$ cat config.mk
export PLATFORM = sky130hd
export DESIGN_NAME = image_frame_dma
export DESIGN_NICKNAME = d
export VERILOG_FILES = /design/src/rtl/frame_dma_pkg.sv /design/src/rtl/frame_dma_dpath.sv /design/src/rtl/frame_dma_ctrl.sv /design/src/rtl/image_frame_dma.sv
export SDC_FILE = /design/constraint.sdc
export NUM_CORES = 1
export LEC_CHECK = 0
export BUFFER_PORTS_ARGS = -buffer_cell sky130_fd_sc_hd__buf_2
export CORE_MARGIN = 2
export CORE_UTILIZATION = 30
export CTS_CLUSTER_DIAMETER = 40
export CTS_CLUSTER_SIZE = 10
export DETAILED_ROUTE_END_ITERATION = 16
export PLACE_DENSITY_LB_ADDON = 0.05
export SETUP_SLACK_MARGIN = 0.02
export SLEW_MARGIN = 20
export SYNTH_ARGS = -nofsm -noshare
export SYNTH_HDL_FRONTEND = slang
export SYNTH_HIERARCHICAL = 1
export SYNTH_SLANG_ARGS = --single-unit
export TNS_END_PERCENT = 10
$ cat constraint.sdc
create_clock -name clk -period 6.34 [get_ports clk]
set_input_delay 0.951 -clock clk [delete_from_list [all_inputs] [get_ports clk]]
set_output_delay 0.951 -clock clk [all_outputs]
set_load 0.1 [all_outputs]
$ cat src/rtl/frame_dma_pkg.sv
package frame_dma_pkg;

  typedef enum logic [1:0] {
    ST_LOAD  = 2'd0,
    ST_START = 2'd1,
    ST_RUN   = 2'd2
  } loadState_t;

  typedef struct packed {
    logic countStep;
    logic countClear;
    logic dropMark;
  } dpStrobe_t;

endpackage

$ cat src/rtl/frame_dma_dpath.sv
module frame_dma_dpath
  import frame_dma_pkg::*;
#(
  parameter int FRAME_BYTES = 784,
  parameter int ADDR_W      = 13,
  parameter int DATA_W      = 8
) (
  input  logic              clk,
  input  logic              rstN,
  input  dpStrobe_t         strobe,
  input  logic [DATA_W-1:0] rxData,
  input  logic              engineDone,
  output logic [ADDR_W-1:0] memAddr,
  output logic [DATA_W-1:0] memWdata,
  output logic              lastByte,
  output logic              doneRise,
  output logic              overflowSeen
);

  localparam int CNT_W = (FRAME_BYTES > 1) ? $clog2(FRAME_BYTES) : 1;
  localparam logic [CNT_W-1:0] LAST_IDX = CNT_W'(FRAME_BYTES - 1);

  logic [CNT_W-1:0] byteCnt;
  logic             doneQ;
  logic             dropFlag;

  always_ff @(posedge clk or negedge rstN) begin
    if (!rstN) begin
      byteCnt <= '0;
    end else if (strobe.countClear) begin
      byteCnt <= '0;
    end else if (strobe.countStep) begin
      byteCnt <= byteCnt + 1'b1;
    end
  end

  always_ff @(posedge clk or negedge rstN) begin
    if (!rstN) begin
      doneQ    <= 1'b0;
      dropFlag <= 1'b0;
    end else begin
      doneQ <= engineDone;
      if (strobe.dropMark) dropFlag <= 1'b1;
    end
  end

  assign doneRise     = engineDone & ~doneQ;
  assign lastByte     = (byteCnt == LAST_IDX);
  assign memWdata     = rxData;
  assign overflowSeen = dropFlag;

  generate
    if (ADDR_W > CNT_W) begin : g_addrPad
      assign memAddr = {{(ADDR_W-CNT_W){1'b0}}, byteCnt};
    end else begin : g_addrTrim
      assign memAddr = byteCnt[ADDR_W-1:0];
    end
  endgenerate


  cnt_step_chk: assert property (@(posedge clk) disable iff (!rstN)
    (strobe.countStep && !strobe.countClear) |=> (byteCnt == $past(byteCnt) + 1'b1));


  sticky_drop_chk: assert property (@(posedge clk) disable iff (!rstN)
    overflowSeen |=> overflowSeen);

endmodule

$ cat src/rtl/frame_dma_ctrl.sv
module frame_dma_ctrl
  import frame_dma_pkg::*;
(
  input  logic      clk,
  input  logic      rstN,
  input  logic      rxValid,
  input  logic      lastByte,
  input  logic      doneRise,
  output dpStrobe_t strobe,
  output logic      memWe,
  output logic      startPulse,
  output logic      portOwned
);

  loadState_t state, stateNext;
  logic       writeNow;
  logic       rearmNow;

  assign writeNow = (state == ST_LOAD) && rxValid;
  assign rearmNow = (state != ST_LOAD) && doneRise;

  always_comb begin
    stateNext = state;
    unique case (state)
      ST_LOAD:  if (writeNow && lastByte) stateNext = ST_START;
      ST_START: stateNext = doneRise ? ST_LOAD : ST_RUN;
      ST_RUN:   if (doneRise) stateNext = ST_LOAD;
      default:  stateNext = ST_LOAD;
    endcase
  end

  always_ff @(posedge clk or negedge rstN) begin
    if (!rstN) state <= ST_LOAD;
    else       state <= stateNext;
  end

  always_comb begin
    strobe.countStep  = writeNow && !lastByte;
    strobe.countClear = (writeNow && lastByte) || rearmNow;
    strobe.dropMark   = rxValid && (state != ST_LOAD);
  end

  assign memWe      = writeNow;
  assign startPulse = (state == ST_START);
  assign portOwned  = (state == ST_LOAD);


  start_once_chk: assert property (@(posedge clk) disable iff (!rstN)
    startPulse |=> !startPulse);


  start_after_last_chk: assert property (@(posedge clk) disable iff (!rstN)
    startPulse |-> $past(memWe && lastByte));


  rearm_edge_chk: assert property (@(posedge clk) disable iff (!rstN)
    $rose(portOwned) |-> $past(doneRise));

endmodule

$ cat src/rtl/image_frame_dma.sv
module image_frame_dma
  import frame_dma_pkg::*;
#(
  parameter int FRAME_BYTES = 784,
  parameter int ADDR_W      = 13,
  parameter int DATA_W      = 8
) (
  input  logic              clk,
  input  logic              rstN,
  input  logic [DATA_W-1:0] rxData,
  input  logic              rxValid,
  input  logic              engineDone,
  output logic              memWe,
  output logic [ADDR_W-1:0] memAddr,
  output logic [DATA_W-1:0] memWdata,
  output logic              startPulse,
  output logic              portOwned,
  output logic              overflowSeen
);

  dpStrobe_t strobe;
  logic      lastByte;
  logic      doneRise;

  frame_dma_ctrl ctrl_i (
    .clk        (clk),
    .rstN       (rstN),
    .rxValid    (rxValid),
    .lastByte   (lastByte),
    .doneRise   (doneRise),
    .strobe     (strobe),
    .memWe      (memWe),
    .startPulse (startPulse),
    .portOwned  (portOwned)
  );

  frame_dma_dpath #(
    .FRAME_BYTES (FRAME_BYTES),
    .ADDR_W      (ADDR_W),
    .DATA_W      (DATA_W)
  ) dpath_i (
    .clk          (clk),
    .rstN         (rstN),
    .strobe       (strobe),
    .rxData       (rxData),
    .engineDone   (engineDone),
    .memAddr      (memAddr),
    .memWdata     (memWdata),
    .lastByte     (lastByte),
    .doneRise     (doneRise),
    .overflowSeen (overflowSeen)
  );


  drop_flag_chk: assert property (@(posedge clk) disable iff (!rstN)
    (rxValid && !portOwned) |=> overflowSeen);


  rearm_addr_chk: assert property (@(posedge clk) disable iff (!rstN)
    $rose(portOwned) |-> (memAddr == '0));


  we_owned_chk: assert property (@(posedge clk) disable iff (!rstN)
    memWe |-> (portOwned && rxValid));

endmodule

# ---- Word-level counts from Yosys, hierarchy flattened
# Index checks and enable logic that the tools add are counted.
dict set report op_classes {
  muxes 6
  n_reduce_logical 11
  n_bitwise 2
  addsub 1
  eq_ne 5
}
# op n
set op_table {}
lappend op_table {{10-bit 2-to-1 mux} 2}
lappend op_table {{10-bit by 1-bit adder with 10-bit output, second input constant} 1}
lappend op_table {{10-bit == test, second input constant} 1}
lappend op_table {{2-bit 2-to-1 mux} 3}
lappend op_table {{2-bit case mux with 3 select lines} 1}
lappend op_table {{1-bit logical AND} 5}
lappend op_table {{2-bit by 1-bit inequality test with 1-bit output, second input constant} 2}
lappend op_table {{2-bit nonzero test} 2}
lappend op_table {{2-bit by 1-bit == test with 1-bit output, second input constant} 1}
lappend op_table {{2-bit == test, second input constant} 1}
lappend op_table {{2-bit zero test} 1}
lappend op_table {{2-bit AND reduction} 1}
lappend op_table {{1-bit bitwise AND} 1}
lappend op_table {{1-bit zero test} 1}
lappend op_table {{1-bit logical OR} 1}
lappend op_table {{1-bit NOT} 1}
dict set report totals {
  in_bits 12
  output_inout_bits 25
  word_cells 29
  regBits 14
}

# ---- Logic depth before layout (Yosys ltp)
dict set report logic_depth {
  word_depth 5
  mapped_depth 8
  depth_no_buf 7
}

# ---- Modules after synthesis
# Netlist, hierarchy kept.
# module n_inst seq_area_each_um2 area_each_um2 cells_per_inst
set by_module_without_submodules {}
lappend by_module_without_submodules {frame_dma_dpath 1 300.3 665.6 67}
lappend by_module_without_submodules {frame_dma_ctrl 1 50.0 118.9 13}

# ---- Least setup slack after synthesis
# Ideal clock, no wire load.
dict set report synth_path {
  kind {flip-flop to output port}
  start {reg ctrl_i.state[0]}
  end {out memWe}
  required_ps 5389
  slack_ps 2951
  n_path_buf 0
  arrival_time_ps 2438
  stages_incl_launch_ff 3
  cell_sequence {dfrtp_1 nor2_1 and2_2}
}
dict set report synth_via {
  elab_chain_cells 2
}
# item line_no
set synth_lines {}
lappend synth_lines {{start, declared} frame_dma_ctrl.sv:15} ;# loadState_t state, stateNext;
lappend synth_lines {{start signal, assigned} frame_dma_ctrl.sv:34} ;# else state <= stateNext;
lappend synth_lines {{2-bit zero test} --}
lappend synth_lines {{named net portOwned} image_frame_dma.sv:17} ;# output logic portOwned,
lappend synth_lines {{1-bit logical AND} frame_dma_ctrl.sv:19} ;# assign writeNow = (state == ST_LOAD) && rxValid;
lappend synth_lines {{end, declared} image_frame_dma.sv:13} ;# output logic memWe,
# The timed path passes the listed nets, and every way through them passes these cells.

# ---- Worst setup path in the final report
dict set report layout_path {
  start {in rxValid}
  end {out memWe}
}
dict set report layout_via {
  elab_chain_cells 1
}
# item line_no
set layout_lines {}
lappend layout_lines {{start, declared} image_frame_dma.sv:11} ;# input logic rxValid,
lappend layout_lines {{1-bit logical AND} frame_dma_ctrl.sv:19}
# Every way passes these cells.

==> impl_metrics.tcl <==
set metrics [dict create \
    outcome "finished clean" \
    crit_path_frequent_cell "buf_2" \
    routed_wl_um 1580 \
    htree_levels 1 \
    yosysSeqAreaShare_pct 44.7 \
    layout_commonest_cell "buf_2" \
    power_density_nw_per_um2 513 \
    holdBufCountCts 0 \
    fillerInstances 273 \
    place_congestion 0.694 \
    coreArea_um2 2480 \
    max-clock-path-buffers 2 \
    critical-path-max-stage-delay_ns 0.41 \
    grt_pass1_wl_um 2660 \
    drive_gt1_share_pct 29.7 \
    power_leakage_uw 0.000380 \
    worst_slack_ns 3.81 \
    rows 18 \
    endpoint_kind "output pin" \
    die-area_um2 3040 \
    antenna_found_initial 0 \
    setup_viol 0 \
    hp-class "reg2reg" \
    clkPwrFrac_pct 11.3 \
    drtPass1Iterations 3 \
    slew_viol_final 0 \
    vias 575 \
    grt-ovfl-total 0 \
    crit_path_start_kind "input port" \
    cts_tree "yes" \
    whs_ns 0.468 \
    period_share_pct 39.9 \
    seqPwrFrac_pct 33.9 \
    cp.arrival_ns 1.58 \
    clkTransAtPathRegs_ns 0.08 \
    vdd_ir_drop_max_uv 403 \
    slowest_stage "buf_2" \
    port_buffers 17 \
    yosysWarnings 6 \
    ys_ff_latch 14 \
    drc 0 \
    cts_sinks 14 \
    finalCriticalPeriod_ns 2.53 \
    cp_max_fo 4 \
    postSynthAreaPerCell_um2 9.81 \
    postSynthCellCount 80 \
    p_sw_uw 267 \
    critical_path_class "in2out" \
    area_delta_synth_final_pct 8.93 \
    hold_viol_final 0 \
    final.setup.tns_ns 0 \
    yosysTopAreaCell "dfrtp_1" \
    fin_nets 106 \
    grt_max_degree 15 \
    ys.flop_type "dfrtp_1" \
    floorplan.die.width_um 55.1 \
    sw_frac_of_total_pct 60.9 \
    final_cell_mix "buf_2, dfrtp_1, nor2_1" \
    crit_required_ns 5.39 \
    io_pins 37 \
    dieHeight_um 55.1 \
    grt_pass1_vias 565 \
    cts_resized 0 \
    drv_cap 0 \
    clock_latency_ns 0.27 \
    synthDominantCellAreaShare_pct 44.7 \
    diodes 0 \
    post_cts_buffers 0 \
    netlist_area_um2 785 \
    pwr-share-comb_pct 54.7 \
    hpwl_um 1140 \
    cts_made_buffers 3 \
    cts_root_buf "clkbuf_4" \
    rsz0062_at_grt "false" \
    start_util_pct 31.7 \
    dp.cells 118 \
    finalPower_uw 439 \
    drt_iter0_markers 7 \
    finalNonFillerCells 121 \
    viasPerCell 4.75 \
    async_flop_share_pct 100 \
    p_int_uw 171 \
    drt-wirelength-per-cell_um 13.0 \
    synth_top_cells_by_area "dfrtp_1, buf_4, nor2_1" \
    synth_edf_count 0 \
    fin_skew_ns 0.00159 \
    pre_cts_ws_ns 3.80 \
    postRouteAntennaNets 0 \
    worstPathCellList "buf_2, and2_2, buf_2" \
    fmax_mhz 395 \
    synth_cell_types 28 \
    grt.total_usage_pct 12.2 \
]
-- logic make-up after synthesis --
| group | Yosys count | share of synthesized area, % |
|---|---|---|
| buf+inv | 13 | 12.4 |
| simple gates | 33 | 25.4 |
| xor+xnor | 5 | 5.58 |
| fa+ha+maj | 1 | 1.59 |
| flops | 14 | 44.7 |
| other cells | 1 | 0.478 |
| mux | 1 | 1.28 |
| compound gates | 12 | 8.61 |
-- through the flow --
stage	area (um2)	util [%]
final	855	34.5
after global routing	855	34.5
after CTS	855	34.5
after detailed placement	832	33.6
after global placement	832	33.6
after floorplan	792	-
-- state kept, by name, summed over array words and instances, names as in the netlist --
signal / flops
dpath_i/doneQ: 1
dpath_i/byteCnt: 10
dpath_i/overflowSeen: 1
ctrl_i/state: 2
-- path summary, 6_finish.rpt --
kind / from / slack [ns] / end / depth (start not counted)
worst max-delay path: rxValid / 3.81 / memWe / 3
worst min-delay path: dpath_i/overflowSeen / 0.47 / dpath_i/overflowSeen / 1
worst max register to register: dpath_i/byteCnt[0] / 4.13 / dpath_i/byteCnt[9] / 8
worst min register to register: dpath_i/overflowSeen / 0.47 / dpath_i/overflowSeen / 1
max in group asynchronous: rstN / 5.53 / dpath_i/byteCnt[6] / 1
min in group asynchronous: rstN / 0.56 / dpath_i/overflowSeen / 1
-- layer usage --
layer / vias up / GRT usage [%] / part of all wire [%]
met2: 16 / 17.5 / 42
met5: - / 0 / 0
met3: 0 / 5.65 / 6.7
met4: 0 / 1.63 / 0
met1: 271 / 17.1 / 52
li1: 288 / - / -
-- synth_stat cells, types with 2 or more instances --
master / count
a21oi_1: 5
buf_4: 11
dfrtp_1: 14
nand2_1: 6
nand3_1: 2
nand4_1: 3
nor2_1: 7
nor2b_1: 2
o21ai_0: 4
o31ai_1: 3
or3_1: 2
or4_1: 2
xnor2_1: 2
xor2_1: 3
-- power by group through the flow --
stage               clock network, uW  logic [uW]  registers (uW)
finish                           49.6         240             149
floorplan                           0        79.6             295
CTS                              52.8         241             149
global route                     56.4         255             152
global placement                    0         241             150
detailed placement                  0         241             151
-- worst max-delay path, delay by kind of cell --
family	cells	cell delay, ns
buf+inv	2	0.51
simple gates	1	0.12
-- final cells by class --
type / instances / area, um2 / share of cell area [%]
tap: 30 / 37.5 / 4.39
timing repair buffer: 19 / 100 / 11.7
clock buffer: 3 / 22.5 / 2.64
sequential: 14 / 350 / 41.0
multi-input combinational: 55 / 344 / 40.3
Note: power is estimated with default switching activity, not from simulation.
